===== src/rtl/bitload_pkg.sv =====
package bitload_pkg;

  typedef enum logic [3:0] {
    ST_IDLE,
    ST_RESET,
    ST_CLEAR,
    ST_LEAD,
    ST_SHIFT,
    ST_TRAIL,
    ST_CHECK,
    ST_DONE,
    ST_ERROR
  } seq_state_e;

endpackage


===== src/rtl/bitload_sync2.sv =====
module bitload_sync2 (
  input  logic clk,
  input  logic rst_n,
  input  logic d_in,
  output logic d_out
);

  logic meta_q;
  logic sync_q;

  always_ff @(posedge clk or negedge rst_n) begin
    if (!rst_n) begin
      meta_q <= 1'b0;
      sync_q <= 1'b0;
    end else begin
      meta_q <= d_in;
      sync_q <= meta_q;
    end
  end

  assign d_out = sync_q;

endmodule


===== src/rtl/bitload_halfper.sv =====
module bitload_halfper #(
  parameter int HALF_CLKS = 6
) (
  input  logic clk,
  input  logic rst_n,
  input  logic run,
  output logic sclk,
  output logic fall
);

  localparam int CW = (HALF_CLKS > 1) ? $clog2(HALF_CLKS) : 1;
  localparam logic [CW-1:0] CNT_LAST = CW'(HALF_CLKS - 1);

  logic [CW-1:0] cnt_q, cnt_d;
  logic          sclk_q, sclk_d;
  logic          tick;

  assign tick = run && (cnt_q == CNT_LAST);

  always_comb begin
    cnt_d  = cnt_q;
    sclk_d = sclk_q;
    if (!run) begin
      cnt_d  = '0;
      sclk_d = 1'b0;
    end else if (tick) begin
      cnt_d  = '0;
      sclk_d = ~sclk_q;
    end else begin
      cnt_d  = cnt_q + 1'b1;
    end
  end

  always_ff @(posedge clk or negedge rst_n) begin
    if (!rst_n) begin
      cnt_q  <= '0;
      sclk_q <= 1'b0;
    end else begin
      cnt_q  <= cnt_d;
      sclk_q <= sclk_d;
    end
  end

  assign sclk = sclk_q;
  assign fall = tick && sclk_q;

  // a stopped generator parks the clock low on the next cycle
  a_r4_park_low: assert property (@(posedge clk) disable iff (!rst_n)
    !run |=> !sclk);

endmodule


===== src/rtl/bitload_shifter.sv =====
module bitload_shifter #(
  parameter int DW = 8
) (
  input  logic          clk,
  input  logic          rst_n,
  input  logic          load,
  input  logic [DW-1:0] din,
  input  logic          last_in,
  input  logic          shift,
  output logic          sdo,
  output logic          loaded,
  output logic          last_q,
  output logic          byte_end
);

  localparam int BW = (DW > 1) ? $clog2(DW) : 1;
  localparam logic [BW-1:0] BIT_LAST = BW'(DW - 1);

  logic [DW-1:0] sh_q, sh_d;
  logic [BW-1:0] bit_q, bit_d;
  logic          ld_q, ld_d;
  logic          last_d, last_r;

  assign byte_end = shift && ld_q && (bit_q == BIT_LAST);

  always_comb begin
    sh_d   = sh_q;
    bit_d  = bit_q;
    ld_d   = ld_q;
    last_d = last_r;
    if (load) begin
      sh_d   = din;
      bit_d  = '0;
      ld_d   = 1'b1;
      last_d = last_in;
    end else if (shift && ld_q) begin
      sh_d  = {sh_q[DW-2:0], 1'b0};
      bit_d = bit_q + 1'b1;
      if (bit_q == BIT_LAST) begin
        ld_d = 1'b0;
      end
    end
  end

  always_ff @(posedge clk or negedge rst_n) begin
    if (!rst_n) begin
      sh_q   <= '0;
      bit_q  <= '0;
      ld_q   <= 1'b0;
      last_r <= 1'b0;
    end else begin
      sh_q   <= sh_d;
      bit_q  <= bit_d;
      ld_q   <= ld_d;
      last_r <= last_d;
    end
  end

  assign sdo    = sh_q[DW-1];
  assign loaded = ld_q;
  assign last_q = last_r;

  // a new byte is never taken over one that is still being sent
  a_r7_no_overwrite: assert property (@(posedge clk) disable iff (!rst_n)
    load |-> !ld_q);

endmodule


===== src/rtl/bitload_seq.sv =====
module bitload_seq
  import bitload_pkg::*;
#(
  parameter int CLKS_PER_US  = 12,
  parameter int RESET_US     = 1,
  parameter int CLEAR_US     = 1200,
  parameter int LEAD_PULSES  = 8,
  parameter int TRAIL_PULSES = 49,
  parameter int HALF_CLKS    = 6
) (
  input  logic       clk,
  input  logic       rst_n,
  input  logic       start,
  input  logic [7:0] in_data,
  input  logic       in_valid,
  input  logic       in_last,
  output logic       in_ready,
  input  logic       cfg_done_in,
  output logic       cfg_sclk,
  output logic       cfg_sdo,
  output logic       cfg_cs_n,
  output logic       cfg_rst_n,
  output logic       busy,
  output logic       done,
  output logic       error
);

  localparam int RST_CYC = RESET_US * CLKS_PER_US;
  localparam int CLR_CYC = CLEAR_US * CLKS_PER_US;
  localparam int MAX_CYC = (RST_CYC > CLR_CYC) ? RST_CYC : CLR_CYC;
  localparam int DLY_W   = (MAX_CYC > 1) ? $clog2(MAX_CYC) : 1;
  localparam int MAX_PUL = (LEAD_PULSES > TRAIL_PULSES) ? LEAD_PULSES : TRAIL_PULSES;
  localparam int PUL_W   = (MAX_PUL > 1) ? $clog2(MAX_PUL) : 1;
  localparam logic [DLY_W-1:0] RST_LAST   = DLY_W'(RST_CYC - 1);
  localparam logic [DLY_W-1:0] CLR_LAST   = DLY_W'(CLR_CYC - 1);
  localparam logic [PUL_W-1:0] LEAD_LAST  = PUL_W'(LEAD_PULSES - 1);
  localparam logic [PUL_W-1:0] TRAIL_LAST = PUL_W'(TRAIL_PULSES - 1);

  seq_state_e        st_q, st_d;
  logic [DLY_W-1:0]  dly_q, dly_d;
  logic [PUL_W-1:0]  pul_q, pul_d;

  logic done_sync;
  logic clk_run;
  logic sclk_int;
  logic fall;
  logic sh_load;
  logic sh_shift;
  logic sh_sdo;
  logic sh_loaded;
  logic sh_last;
  logic sh_byte_end;

  bitload_sync2 u_done_sync (
    .clk   (clk),
    .rst_n (rst_n),
    .d_in  (cfg_done_in),
    .d_out (done_sync)
  );

  assign clk_run = (st_q == ST_LEAD) || (st_q == ST_TRAIL) ||
                   ((st_q == ST_SHIFT) && sh_loaded);

  bitload_halfper #(
    .HALF_CLKS (HALF_CLKS)
  ) u_halfper (
    .clk   (clk),
    .rst_n (rst_n),
    .run   (clk_run),
    .sclk  (sclk_int),
    .fall  (fall)
  );

  assign in_ready = (st_q == ST_SHIFT) && !sh_loaded;
  assign sh_load  = in_ready && in_valid;
  assign sh_shift = fall && (st_q == ST_SHIFT);

  bitload_shifter #(
    .DW (8)
  ) u_shifter (
    .clk      (clk),
    .rst_n    (rst_n),
    .load     (sh_load),
    .din      (in_data),
    .last_in  (in_last),
    .shift    (sh_shift),
    .sdo      (sh_sdo),
    .loaded   (sh_loaded),
    .last_q   (sh_last),
    .byte_end (sh_byte_end)
  );

  always_comb begin
    st_d  = st_q;
    dly_d = dly_q;
    pul_d = pul_q;
    unique case (st_q)
      ST_IDLE, ST_DONE, ST_ERROR: begin
        if (start) begin
          st_d  = ST_RESET;
          dly_d = '0;
        end
      end
      ST_RESET: begin
        if (dly_q == RST_LAST) begin
          st_d  = ST_CLEAR;
          dly_d = '0;
        end else begin
          dly_d = dly_q + 1'b1;
        end
      end
      ST_CLEAR: begin
        if (dly_q == CLR_LAST) begin
          st_d  = ST_LEAD;
          dly_d = '0;
          pul_d = '0;
        end else begin
          dly_d = dly_q + 1'b1;
        end
      end
      ST_LEAD: begin
        if (fall) begin
          if (pul_q == LEAD_LAST) begin
            st_d  = ST_SHIFT;
            pul_d = '0;
          end else begin
            pul_d = pul_q + 1'b1;
          end
        end
      end
      ST_SHIFT: begin
        if (sh_byte_end && sh_last) begin
          st_d  = ST_TRAIL;
          pul_d = '0;
        end
      end
      ST_TRAIL: begin
        if (fall) begin
          if (pul_q == TRAIL_LAST) begin
            st_d  = ST_CHECK;
            pul_d = '0;
          end else begin
            pul_d = pul_q + 1'b1;
          end
        end
      end
      ST_CHECK: begin
        st_d = done_sync ? ST_DONE : ST_ERROR;
      end
      default: begin
        st_d = ST_IDLE;
      end
    endcase
  end

  always_ff @(posedge clk or negedge rst_n) begin
    if (!rst_n) begin
      st_q  <= ST_IDLE;
      dly_q <= '0;
      pul_q <= '0;
    end else begin
      st_q  <= st_d;
      dly_q <= dly_d;
      pul_q <= pul_d;
    end
  end

  assign cfg_sclk  = sclk_int;
  assign cfg_sdo   = sh_sdo;
  assign cfg_cs_n  = (st_q != ST_SHIFT);
  assign cfg_rst_n = (st_q != ST_RESET);
  assign busy      = (st_q != ST_IDLE) && (st_q != ST_DONE) && (st_q != ST_ERROR);
  assign done      = (st_q == ST_DONE);
  assign error     = (st_q == ST_ERROR);

  // no serial activity while the device is held in reset
  a_r2_reset_quiet: assert property (@(posedge clk) disable iff (!rst_n)
    !cfg_rst_n |-> (!cfg_sclk && cfg_cs_n));

  // chip select only moves while the serial clock is low
  a_r5_cs_edge_low: assert property (@(posedge clk) disable iff (!rst_n)
    !$stable(cfg_cs_n) |-> !cfg_sclk);

  // data is held through every high phase
  a_r6_sdo_hold: assert property (@(posedge clk) disable iff (!rst_n)
    (cfg_sclk && $past(cfg_sclk)) |-> $stable(cfg_sdo));

  // the clock is parked low while a byte is awaited
  a_r7_wait_low: assert property (@(posedge clk) disable iff (!rst_n)
    in_ready |-> !cfg_sclk);

  // a result is only reported after the check step
  a_r9_result_from_check: assert property (@(posedge clk) disable iff (!rst_n)
    ($rose(done) || $rose(error)) |-> ($past(st_q) == ST_CHECK));

  // success and failure are never flagged together
  a_r9_exclusive: assert property (@(posedge clk) disable iff (!rst_n)
    !(done && error));

endmodule


===== config.mk =====
export PLATFORM = sky130hd
export DESIGN_NAME = bitload_seq
export DESIGN_NICKNAME = d
export VERILOG_FILES = /design/src/rtl/bitload_pkg.sv /design/src/rtl/bitload_sync2.sv /design/src/rtl/bitload_halfper.sv /design/src/rtl/bitload_shifter.sv /design/src/rtl/bitload_seq.sv
export SDC_FILE = /design/constraint.sdc
export NUM_CORES = 1
export LEC_CHECK = 0
export ABC_CLOCK_PERIOD_IN_PS = 2700
export BUFFER_PORTS_ARGS = -buffer_cell sky130_fd_sc_hd__clkbuf_2
export CAP_MARGIN = 10
export CORE_UTILIZATION = 40
export DETAILED_ROUTE_END_ITERATION = 16
export HOLD_SLACK_MARGIN = 0.02
export PLACE_DENSITY = 0.62
export RECOVER_POWER = 100
export SYNTH_ARGS = -nofsm -noshare
export SYNTH_HDL_FRONTEND = slang
export SYNTH_SLANG_ARGS = --single-unit

===== constraint.sdc =====
create_clock -name clk -period 2.7 [get_ports clk]
set_input_delay 0.27 -clock clk [delete_from_list [all_inputs] [get_ports clk]]
set_output_delay 0.27 -clock clk [all_outputs]
set_load 0.005 [all_outputs]

==> flow_metrics.env, run 1 <==
export IMPL_finalInstanceArea_um2=2700
export IMPL_synth_nets=277
export IMPL_min_from="cfg_done_in"
export IMPL_grt_pass1_vias=1872
export IMPL_io_pins=22
export IMPL_cts_sinks=43
export IMPL_cts_tree="yes"
export IMPL_antenna_found_initial=0
export IMPL_track_usage_pct=17.9
export IMPL_placedInstanceArea_um2=2610
export IMPL_worst_hold_path_type="primary input to flop"
export IMPL_p_sw_mw=1.04
export IMPL_p_leak_nw=1.17
export IMPL_gp_congestion=0.749
export IMPL_powerDensity_nw_per_um2=947
export IMPL_place_hpwl_mm=3.45
export IMPL_cts_root_buf="clkbuf_8"
export IMPL_dieHeight_um=79.2
export IMPL_hold_viol=0
export IMPL_drv_slew=0
export IMPL_finalSetupViolCount=0
export IMPL_fin_tns_setup_ns=0
export IMPL_synthCells=256
export IMPL_io_buffers=21
export IMPL_total_power_mw=2.55
export IMPL_vias_per_cell=5.35
export IMPL_min_path_cells=1
export IMPL_yosys_warnings=0
export IMPL_fmax_mhz=417
export IMPL_clkPwrFrac_pct=20.0
export IMPL_yosys_register_bits=43
export IMPL_cp_arrival_ns=2.60
export IMPL_hold_buffers=0
export IMPL_clkSlewWorstSetupHoldPaths_ns=0.08
export IMPL_initial_core_util_pct=42.3
export IMPL_fp_dieW_um=79.2
export IMPL_worstPathRequired_ns=2.90
export IMPL_syn_area_um2=2380
export IMPL_grt_max_degree=44
export IMPL_antenna_cells=0
export IMPL_period_share_pct=88.9
export IMPL_synth_edf_count=0
export IMPL_dieArea_um2=6280
export IMPL_firstDrtPassIters=4
export IMPL_worstSetupPathType="flop to flop"
export IMPL_status="finished, final reports clean"
export IMPL_syn_to_final_growth_pct=13.1
export IMPL_post_cts_buffers=0
export IMPL_worstSkewPairLatency_ns=0.30
export IMPL_r2r_setup_slack_ns=0.30
export IMPL_overflow=0
export IMPL_drc_errors=0
export IMPL_yosysUniqueCellTypes=44
export IMPL_p_int_mw=1.52
export IMPL_p_seq_share_pct=38.2
export IMPL_cts_max_level=2
export IMPL_tightest_slew_ns=1.08
export IMPL_finalCriticalPeriod_ns=2.40
export IMPL_relSlewSlack_pct=27.9
export IMPL_reg2reg_depth=6
export IMPL_cts_path_max_buffers=2
export IMPL_grt_pass1_wl_mm=8.87
export IMPL_numCtsBuffers=5
export IMPL_place_ws_ns=0.342
export IMPL_rows=27
export IMPL_vias=1904
export IMPL_wl_mm=4.86
export IMPL_layout_nets=304
export IMPL_synth_main_ff_cell="dfrtp_1"
export IMPL_drt_initial_drc_count=64
export IMPL_min_to="u_done_sync.meta_q"
export IMPL_finClkSkew_ns=0.0109
export IMPL_routedWlPerCell_um=13.7
export IMPL_fin_ws_ns=0.300
export IMPL_maxCapViolations=0
export IMPL_worstReg2RegStart="dly_q[9]"
export IMPL_r2r_end="st_q[0]"
export IMPL_ys_seq_area_share_pct=45.1
export IMPL_cts_resized=0
export IMPL_rsz0062_at_grt="false"
export IMPL_ir_drop_mv=0.460
export IMPL_endpoint_kind="flop"
export IMPL_startpoint_type="flop"
export IMPL_ant_nets=0
export IMPL_power_frac_comb_pct=41.8
export IMPL_holdWs_ns=0.0724
export IMPL_crit_fanout=6
export IMPL_p_sw_share_pct=40.5
export IMPL_coreArea_um2=5640
export IMPL_async_flop_share_pct=100
export IMPL_drive_above_1_share_pct=13.7
export IMPL_synth_avg_cell_area_um2=9.32
worst max path at each step:
| stage | from | to | slack, ns | cells past startpoint |
|---|---|---|---|---|
| 3_3_place_gp | dly_q[9] | st_q[0] | 0.42 | 6 |
| 6_report | dly_q[9] | st_q[0] | 0.30 | 6 |
| 3_5_place_dp | dly_q[9] | st_q[0] | 0.34 | 6 |
| 2_1_floorplan | dly_q[9] | st_q[0] | 0.51 | 6 |
| 5_1_grt | st_q[1] | dly_q[13] | 0.10 | 8 |
| 4_1_cts | dly_q[9] | pul_q[4] | 0.33 | 6 |
power groups by stage:
stage	Sequential [mW]	Combinational (mW)	Clock (mW)
2_1_floorplan	0.931	0.856	0
3_3_place_gp	0.983	1.10	0
3_5_place_dp	0.987	1.11	0
4_1_cts	0.975	1.12	0.527
5_1_grt	1.01	1.22	0.553
6_report	0.976	1.07	0.510
worst max-delay path: stages (launching register included):
cell,delay (ns)
dfrtp_1,0.44
or4b_1,0.59
nor4_4,0.25
o22ai_1,0.19
nor4_4,0.46
a21oi_1,0.12
a311oi_1,0.26
cell usage after synthesis, drive strengths merged, types with 2 or more instances:
library cell	instances	area share [%]
a22o	2	0.73
or4bb	2	0.94
and2	2	0.52
nand3	7	1.5
mux2i	5	2.1
a32oi	2	0.73
a21oi	5	1.0
xnor2	10	3.7
o22ai	4	1.3
nand2b	7	1.8
nor2b	5	1.3
nor4	12	5.3
nand2	41	6.5
o21ai	18	3.8
a22oi	5	1.6
or4	2	0.63
nor2	24	3.8
ha	7	3.7
nor3b	4	1.3
dfrtp	43	45
or3	4	1.0
nand4	3	0.79
or4b	2	0.84
and3	4	1.0
o2bb2ai	3	1.1
clkbuf	9	1.4
xor2	2	0.73
inv	8	1.3
nor3	5	1.3
through the flow:
stage,std cells,utilization (%)
6_report,356,47.8
2_1_floorplan,256,-
4_1_cts,356,48.2
5_1_grt,356,47.8
3_3_place_gp,348,46.2
3_5_place_dp,348,46.2
cell type report:
type	instances	area (µm²)
Tap cell	72	90.1
Multi-Input combinational cell	196	1240
Clock buffer	5	68.8
Fill cell	537	2950
Timing Repair Buffer	29	149
Inverter	8	30.0
Clock inverter	3	43.8
Sequential cell	43	1080
sequential cells by signal, indices dropped and copies added (netlist names):
signal / flops
dly_q: 14
st_q: 4
u_shifter.loaded: 1
u_done_sync.meta_q: 1
u_halfper.cnt_q: 3
u_shifter.last_q: 1
u_shifter.sh_q: 8
u_done_sync.d_out: 1
pul_q: 6
u_halfper.sclk: 1
u_shifter.bit_q: 3
routing by layer:
metal	vias up	track usage (%)	share of wire [%]
met5	-	0	0
met4	0	7.09	1.4
met3	6	3.10	2.6
met2	26	28.0	45
met1	900	24.4	51
li1	972	-	-
cells in the final DEF, fill, tap and decap left out, types with 3 or more instances in the layout:
cell,netlist,routed
inv_1,7,7
ha_1,7,7
nor2b_1,5,5
and3_1,4,4
buf_4,0,4
o21ai_1,11,6
nand2_1,41,41
nand2b_1,7,7
or3_1,4,4
o2bb2ai_1,3,3
clkbuf_1,9,5
nor4_1,8,8
nor3b_1,4,4
dfrtp_1,43,43
nand3_1,7,7
nor2_1,24,24
o22ai_1,3,4
o21ai_0,7,12
nor4_4,3,3
clkbuf_2,0,20
a22oi_1,5,5
xnor2_1,10,10
mux2i_1,5,5
a21oi_1,5,5
nand4_1,3,3
nor3_1,4,4
clkbuf_8,0,5
logic make-up (layout without fill, tap and decap cells):
logic type	count (synthesis)	count (layout)	synth area share, %
AO/OA/AOI/OAI	46	46	12.8
XOR/XNOR	12	12	4.41
adder cells (fa/ha/maj)	7	7	3.67
buffers and inverters	17	45	2.68
flip-flops	43	43	45.1
multiplexers	6	6	2.57
AND/OR/NAND/NOR	125	125	28.8
Note: power is estimated with default switching activity, not from simulation.
==> inputs of run 2 (changes only) <==
ABC_CLOCK_PERIOD_IN_PS = 2400   (was 2700)
CTS_CLUSTER_DIAMETER = 80   (was default)
clock period = 2.4 ns   (was 2.7 ns; I/O delays follow)
==> flow_metrics.env, run 2 (synthesis gave the netlist of run 1 again) <==
export IMPL_holdWs_ns=0.0442
export IMPL_fp_dieW_um=79.2
export IMPL_dieHeight_um=79.2
export IMPL_track_usage_pct=17.6
export IMPL_ant_nets=0
export IMPL_worstSkewPairLatency_ns=0.29
export IMPL_p_leak_nw=1.23
export IMPL_antenna_found_initial=0
export IMPL_final_cell_mix="42 x dfrtp_1, 41 x nand2_1, 24 x nor2_1"
export IMPL_hold_buffers=0
export IMPL_placedCellCount=358
export IMPL_status="finished, final reports clean"
export IMPL_wl_mm=4.91
export IMPL_fmax_mhz=438
export IMPL_period_share_pct=95.2
export IMPL_min_path_cells=1
export IMPL_r2r_end="st_q[0]"
export IMPL_vias_per_cell=5.36
export IMPL_fin_cells=366
export IMPL_r2r_setup_slack_ns=0.12
export IMPL_fin_tns_setup_ns=0
export IMPL_min_from="cfg_done_in"
export IMPL_p_sw_mw=1.18
export IMPL_cp_arrival_ns=2.48
export IMPL_overflow=0
export IMPL_gp_congestion=0.894
export IMPL_syn_to_final_growth_pct=17.4
export IMPL_cts_root_buf="clkbuf_8"
export IMPL_setup_worst_path_start="dly_q[9]"
export IMPL_numCtsBuffers=5
export IMPL_fin_util_pct=49.6
export IMPL_clkSlewWorstSetupHoldPaths_ns=0.09
export IMPL_p_sw_share_pct=38.6
export IMPL_initial_core_util_pct=42.3
export IMPL_top_register="dly_q"
export IMPL_place_hpwl_mm=3.46
export IMPL_cts_max_level=2
export IMPL_finalCriticalPeriod_ns=2.28
export IMPL_cts_path_max_buffers=2
export IMPL_crit_fanout=6
export IMPL_drv_slew=0
export IMPL_reg2reg_depth=6
export IMPL_grt_max_degree=44
export IMPL_io_buffers=21
export IMPL_worstSetupPathType="flop to flop"
export IMPL_drt_initial_drc_count=84
export IMPL_largest_reg_flops=14
export IMPL_p_seq_share_pct=35.4
export IMPL_seqCellArea_um2=1080
export IMPL_multi_input_area_um2=1240
export IMPL_finClkSkew_ns=0.00886
export IMPL_rsz0062_at_grt="false"
export IMPL_firstDrtPassIters=4
export IMPL_finalSetupViolCount=0
export IMPL_vias=1961
export IMPL_io_pins=22
export IMPL_worst_hold_path_type="primary input to flop"
export IMPL_layout_nets=314
export IMPL_powerDensity_nw_per_um2=1090
export IMPL_fill_cells=546
export IMPL_dieArea_um2=6280
export IMPL_coreArea_um2=5640
export IMPL_layout_commonest_cell="dfrtp_1"
export IMPL_worstReg2RegStart="dly_q[9]"
export IMPL_grt_pass1_wl_mm=8.63
export IMPL_rows=27
export IMPL_worstPathRequired_ns=2.60
export IMPL_min_to="u_done_sync.meta_q"
export IMPL_tightest_slew_ns=1.10
export IMPL_routedWlPerCell_um=13.4
export IMPL_ir_drop_mv=0.488
export IMPL_hold_viol=0
export IMPL_total_power_mw=3.05
export IMPL_power_frac_comb_pct=42.6
export IMPL_endpoint_kind="flop"
export IMPL_drive_above_1_share_pct=17.3
export IMPL_startpoint_type="flop"
export IMPL_p_int_mw=1.88
export IMPL_maxCapViolations=0
export IMPL_cts_sinks=43
export IMPL_cts_tree="yes"
export IMPL_clkPwrFrac_pct=22.1
export IMPL_relSlewSlack_pct=26.6
export IMPL_grt_pass1_vias=1889
export IMPL_drc_errors=0
export IMPL_antenna_cells=0
export IMPL_reg_top3="dly_q (14), u_shifter.sh_q (8), pul_q (6)"
[run 2: metal layers]
layer	GRT usage [%]	share of wire, %
met5	0	0
met4	6.91	1.2
met3	3.91	2.8
met2	26.6	45
met1	24.4	51
[run 2: power by group through the flow]
| stage | Sequential [mW] | Clock [mW] | Combinational, mW |
|---|---|---|---|
| after CTS | 1.08 | 0.692 | 1.34 |
| after floorplan | 1.05 | 0 | 0.963 |
| after global routing | 1.11 | 0.723 | 1.49 |
| final | 1.08 | 0.673 | 1.30 |
| after global placement | 1.09 | 0 | 1.33 |
| after detailed placement | 1.10 | 0 | 1.33 |
[run 2: worst max path at each step]
stage,to,depth (start not counted)
detailed placement,st_q[0],6
global placement,st_q[0],6
global route,st_q[0],6
floorplan,st_q[0],6
finish,st_q[0],6
CTS,st_q[0],6
[run 2: final cells by class]
class / count / area share, %
clock buffer: 5 / 2.46
clock inverter: 3 / 2.41
inverter: 8 / 1.07
multi-input combinational: 196 / 44.3
sequential: 43 / 38.5
tap: 72 / 3.22
timing repair buffer: 39 / 8.09
[run 2: worst max-delay path: stages (launching register included)]
cell	delay [ns]
dfrtp_2	0.45
or4_1	0.54
nor4_2	0.29
o22ai_2	0.17
nor4_4	0.38
a21oi_1	0.12
a311oi_1	0.25
[run 2: metrics by stage]
stage	setup WS, ns	cell area, µm²
floorplan	0.208	2380
CTS	0.0469	2820
global route	0.00107	2800
global placement	0.124	2680
detailed placement	0.0565	2680
finish	0.116	2800
[run 2: repair_timing]
item	4_1_cts	5_1_grt
resized for setup	0	2
buffers inserted	0	0
setup endpoints to repair	0	3
==> inputs of run 3 (changes only) <==
ABC_AREA = 1   (was default)
==> flow_metrics.env, run 3 <==
export IMPL_p_sw_share_pct=43.5
export IMPL_grt_max_degree=23
export IMPL_seqCellArea_um2=1080
export IMPL_crit_path_cell_trace="ha_1 -> nand3_1 -> nor2_1 -> nand2_1 -> nand2_1 -> o21ai_0 -> nor2_4 -> nand2_1 -> nand2_1 -> nand2_1"
export IMPL_clkPwrFrac_pct=22.4
export IMPL_crit_fanout=7
export IMPL_numCtsBuffers=5
export IMPL_crit_top_cell="nand2_1"
export IMPL_synth_edf_count=0
export IMPL_slowest_delay_ns=0.39
export IMPL_grt_pass1_vias=2003
export IMPL_firstDrtPassIters=4
export IMPL_endpoint="pul_q[1]"
export IMPL_period_share_pct=83.4
export IMPL_p_seq_share_pct=36.5
export IMPL_yosys_area_share_adder_pct=3.45
export IMPL_syn_area_um2=2540
export IMPL_drive_above_1_share_pct=9.51
export IMPL_yosysUniqueCellTypes=35
export IMPL_syn_to_final_growth_pct=11.1
export IMPL_cts_tree="yes"
export IMPL_min_from="in_last"
export IMPL_top_register="dly_q"
export IMPL_worstReg2RegStart="dly_q[0]"
export IMPL_vias=2206
export IMPL_fin_util_pct=46.8
export IMPL_synth_area_leaders="dfrtp_1 42%, nand2_1 14%, nor2_1 6.7%"
export IMPL_synth_top_family_by_area="simple AND/OR/NAND/NOR gates"
export IMPL_largest_reg_flops=14
export IMPL_worstPathRequired_ns=2.60
export IMPL_powerDensity_nw_per_um2=928
export IMPL_clkSlewWorstSetupHoldPaths_ns=0.09
export IMPL_synthMuxAreaShare_pct=0.395
export IMPL_io_buffers=21
export IMPL_maxCapViolations=0
export IMPL_place_hpwl_mm=3.86
export IMPL_fmax_mhz=500
export IMPL_yosys_warnings=0
export IMPL_cts_root_buf="clkbuf_8"
export IMPL_synthTopCellsByCount="92 x nand2_1, 45 x nor2_1, 44 x inv_1"
export IMPL_overflow=0
export IMPL_ant_nets=0
export IMPL_r2r_end="pul_q[1]"
export IMPL_dieHeight_um=81.6
export IMPL_async_flop_share_pct=100
export IMPL_cts_sinks=43
export IMPL_reg2reg_depth=10
export IMPL_yosysTopAreaCell="dfrtp_1"
export IMPL_p_int_mw=1.48
export IMPL_startpoint_type="flop"
export IMPL_placedInstanceArea_um2=2720
export IMPL_synth_compound_area_share_pct=7.45
export IMPL_finClkSkew_ns=0.00628
export IMPL_io_pins=22
export IMPL_layout_commonest_cell="nand2_1"
export IMPL_total_power_mw=2.62
export IMPL_layout_nets=388
export IMPL_grt_pass1_wl_mm=8.72
export IMPL_r2r_setup_slack_ns=0.40
export IMPL_worst_hold_path_type="primary input to flop"
export IMPL_vias_per_cell=4.98
export IMPL_finalInstanceArea_um2=2820
export IMPL_ys_seq_area_share_pct=42.4
export IMPL_rsz0062_at_grt="false"
export IMPL_initial_core_util_pct=42.1
export IMPL_cp_slowest_cell="dfrtp_1"
export IMPL_relSlewSlack_pct=18.4
export IMPL_cp_arrival_ns=2.20
export IMPL_drc_errors=0
export IMPL_synthCells=338
export IMPL_multi_input_area_um2=1230
export IMPL_yosys_register_bits=43
export IMPL_reg_top3="dly_q (14), u_shifter.sh_q (8), pul_q (6)"
export IMPL_endpoint_kind="flop"
export IMPL_antenna_found_initial=0
export IMPL_setup_worst_path_start="dly_q[0]"
export IMPL_yosysMostFrequentCell="nand2_1"
export IMPL_p_leak_nw=1.44
export IMPL_routedWlPerCell_um=11.4
export IMPL_cts_max_level=2
export IMPL_ir_drop_mv=0.574
export IMPL_gp_congestion=0.802
export IMPL_power_frac_comb_pct=41.2
export IMPL_drt_initial_drc_count=101
export IMPL_antenna_cells=0
export IMPL_rows=28
export IMPL_cts_path_max_buffers=2
export IMPL_yosys_area_share_simple_pct=35.6
export IMPL_cts_resized=0
export IMPL_coreArea_um2=6030
export IMPL_synth_main_ff_cell="dfrtp_1"
export IMPL_placedCellCount=433
export IMPL_worstSetupPathType="flop to flop"
export IMPL_fin_tns_setup_ns=0
export IMPL_worstSkewPairLatency_ns=0.30
export IMPL_finalCriticalPeriod_ns=2.00
export IMPL_fill_cells=605
export IMPL_status="finished, final reports clean"
export IMPL_synth_xor_area_share_pct=2.42
export IMPL_drv_slew=0
export IMPL_synth_top_cell_area_share_pct=42.4
export IMPL_finalSetupViolCount=0
export IMPL_synth_avg_cell_area_um2=7.50
export IMPL_dieArea_um2=6660
export IMPL_track_usage_pct=17.2
export IMPL_synth_nets=359
export IMPL_fin_cells=443
export IMPL_final_cell_mix="96 x nand2_1, 46 x nor2_1, 45 x inv_1"
export IMPL_wl_mm=5.06
export IMPL_fp_dieW_um=81.6
export IMPL_p_sw_mw=1.14
export IMPL_tightest_slew_ns=1.22
export IMPL_hold_viol=0
run 3: cell count changes after synthesis, sizes merged, moves of 6 or more:
cell	before	now
nand2	41	98
inv	8	46
nand3	7	33
nor2	24	49
nor4	12	0
xnor2	10	1
clkbuf	9	1
nand2b	7	0
o21ai	18	12
run 3: metal layers:
metal / up-vias / routed length (µm) / track usage (%)
li1: 1141 / - / -
met1: 1022 / 2390 / 20.9
met2: 33 / 2400 / 29.2
met3: 10 / 153 / 3.89
met4: 0 / 110 / 7.19
met5: - / 0 / 0
run 3: cell type report:
| cell class | count | share of cell area [%] |
|---|---|---|
| timing repair buffer | 26 | 4.66 |
| multi-input combinational | 245 | 43.6 |
| sequential | 43 | 38.2 |
| clock buffer | 5 | 2.44 |
| tap | 75 | 3.33 |
| clock inverter | 3 | 1.64 |
| inverter | 46 | 6.13 |
run 3: cell families after synthesis:
kind of cell / Yosys count
adder cells (fa/ha/maj): 7
buffers and inverters: 50
flip-flops: 43
AND/OR/NAND/NOR: 200
multiplexers: 1
AO/OA/AOI/OAI: 30
XOR/XNOR: 7
run 3: how the worst min path moves through the flow:
stage,end,slack (ns),cells past startpoint
after floorplan,dly_q[0],-0.06,0
after global placement,u_shifter.sh_q[6],0.06,1
after detailed placement,u_shifter.sh_q[6],0.05,1
after CTS,u_done_sync.meta_q,0.02,1
after global routing,u_shifter.sh_q[2],0.15,3
final,u_shifter.last_q,0.14,3
run 3: critical path: cells and delay by family (launching register included):
family	cells	cell delay, ns
AND/OR/NAND/NOR	8	1.14
flip-flops	1	0.39
adder cells (fa/ha/maj)	1	0.22
AO/OA/AOI/OAI	1	0.15
run 3: timing repair:
item / CTS / global route
hold endpoints to repair: 43 / 1
setup buffers: 0 / 0
hold buffers: 1 / 1
run 3: metrics by stage:
stage | worst slack [ns] | hold WS (ns)
global route | 0.172 | 0.145
detailed placement | 0.454 | 0.0482
floorplan | 0.800 | -0.0556
CTS | 0.442 | 0.0220
global placement | 0.484 | 0.0551
finish | 0.399 | 0.139
run 3: power groups by stage:
stage | logic, mW | registers (mW) | clock network (mW)
after floorplan | 0.934 | 0.932 | 0
after global routing | 1.24 | 0.975 | 0.630
final | 1.08 | 0.954 | 0.585
after global placement | 1.12 | 0.966 | 0
after CTS | 1.12 | 0.953 | 0.605
after detailed placement | 1.11 | 0.968 | 0
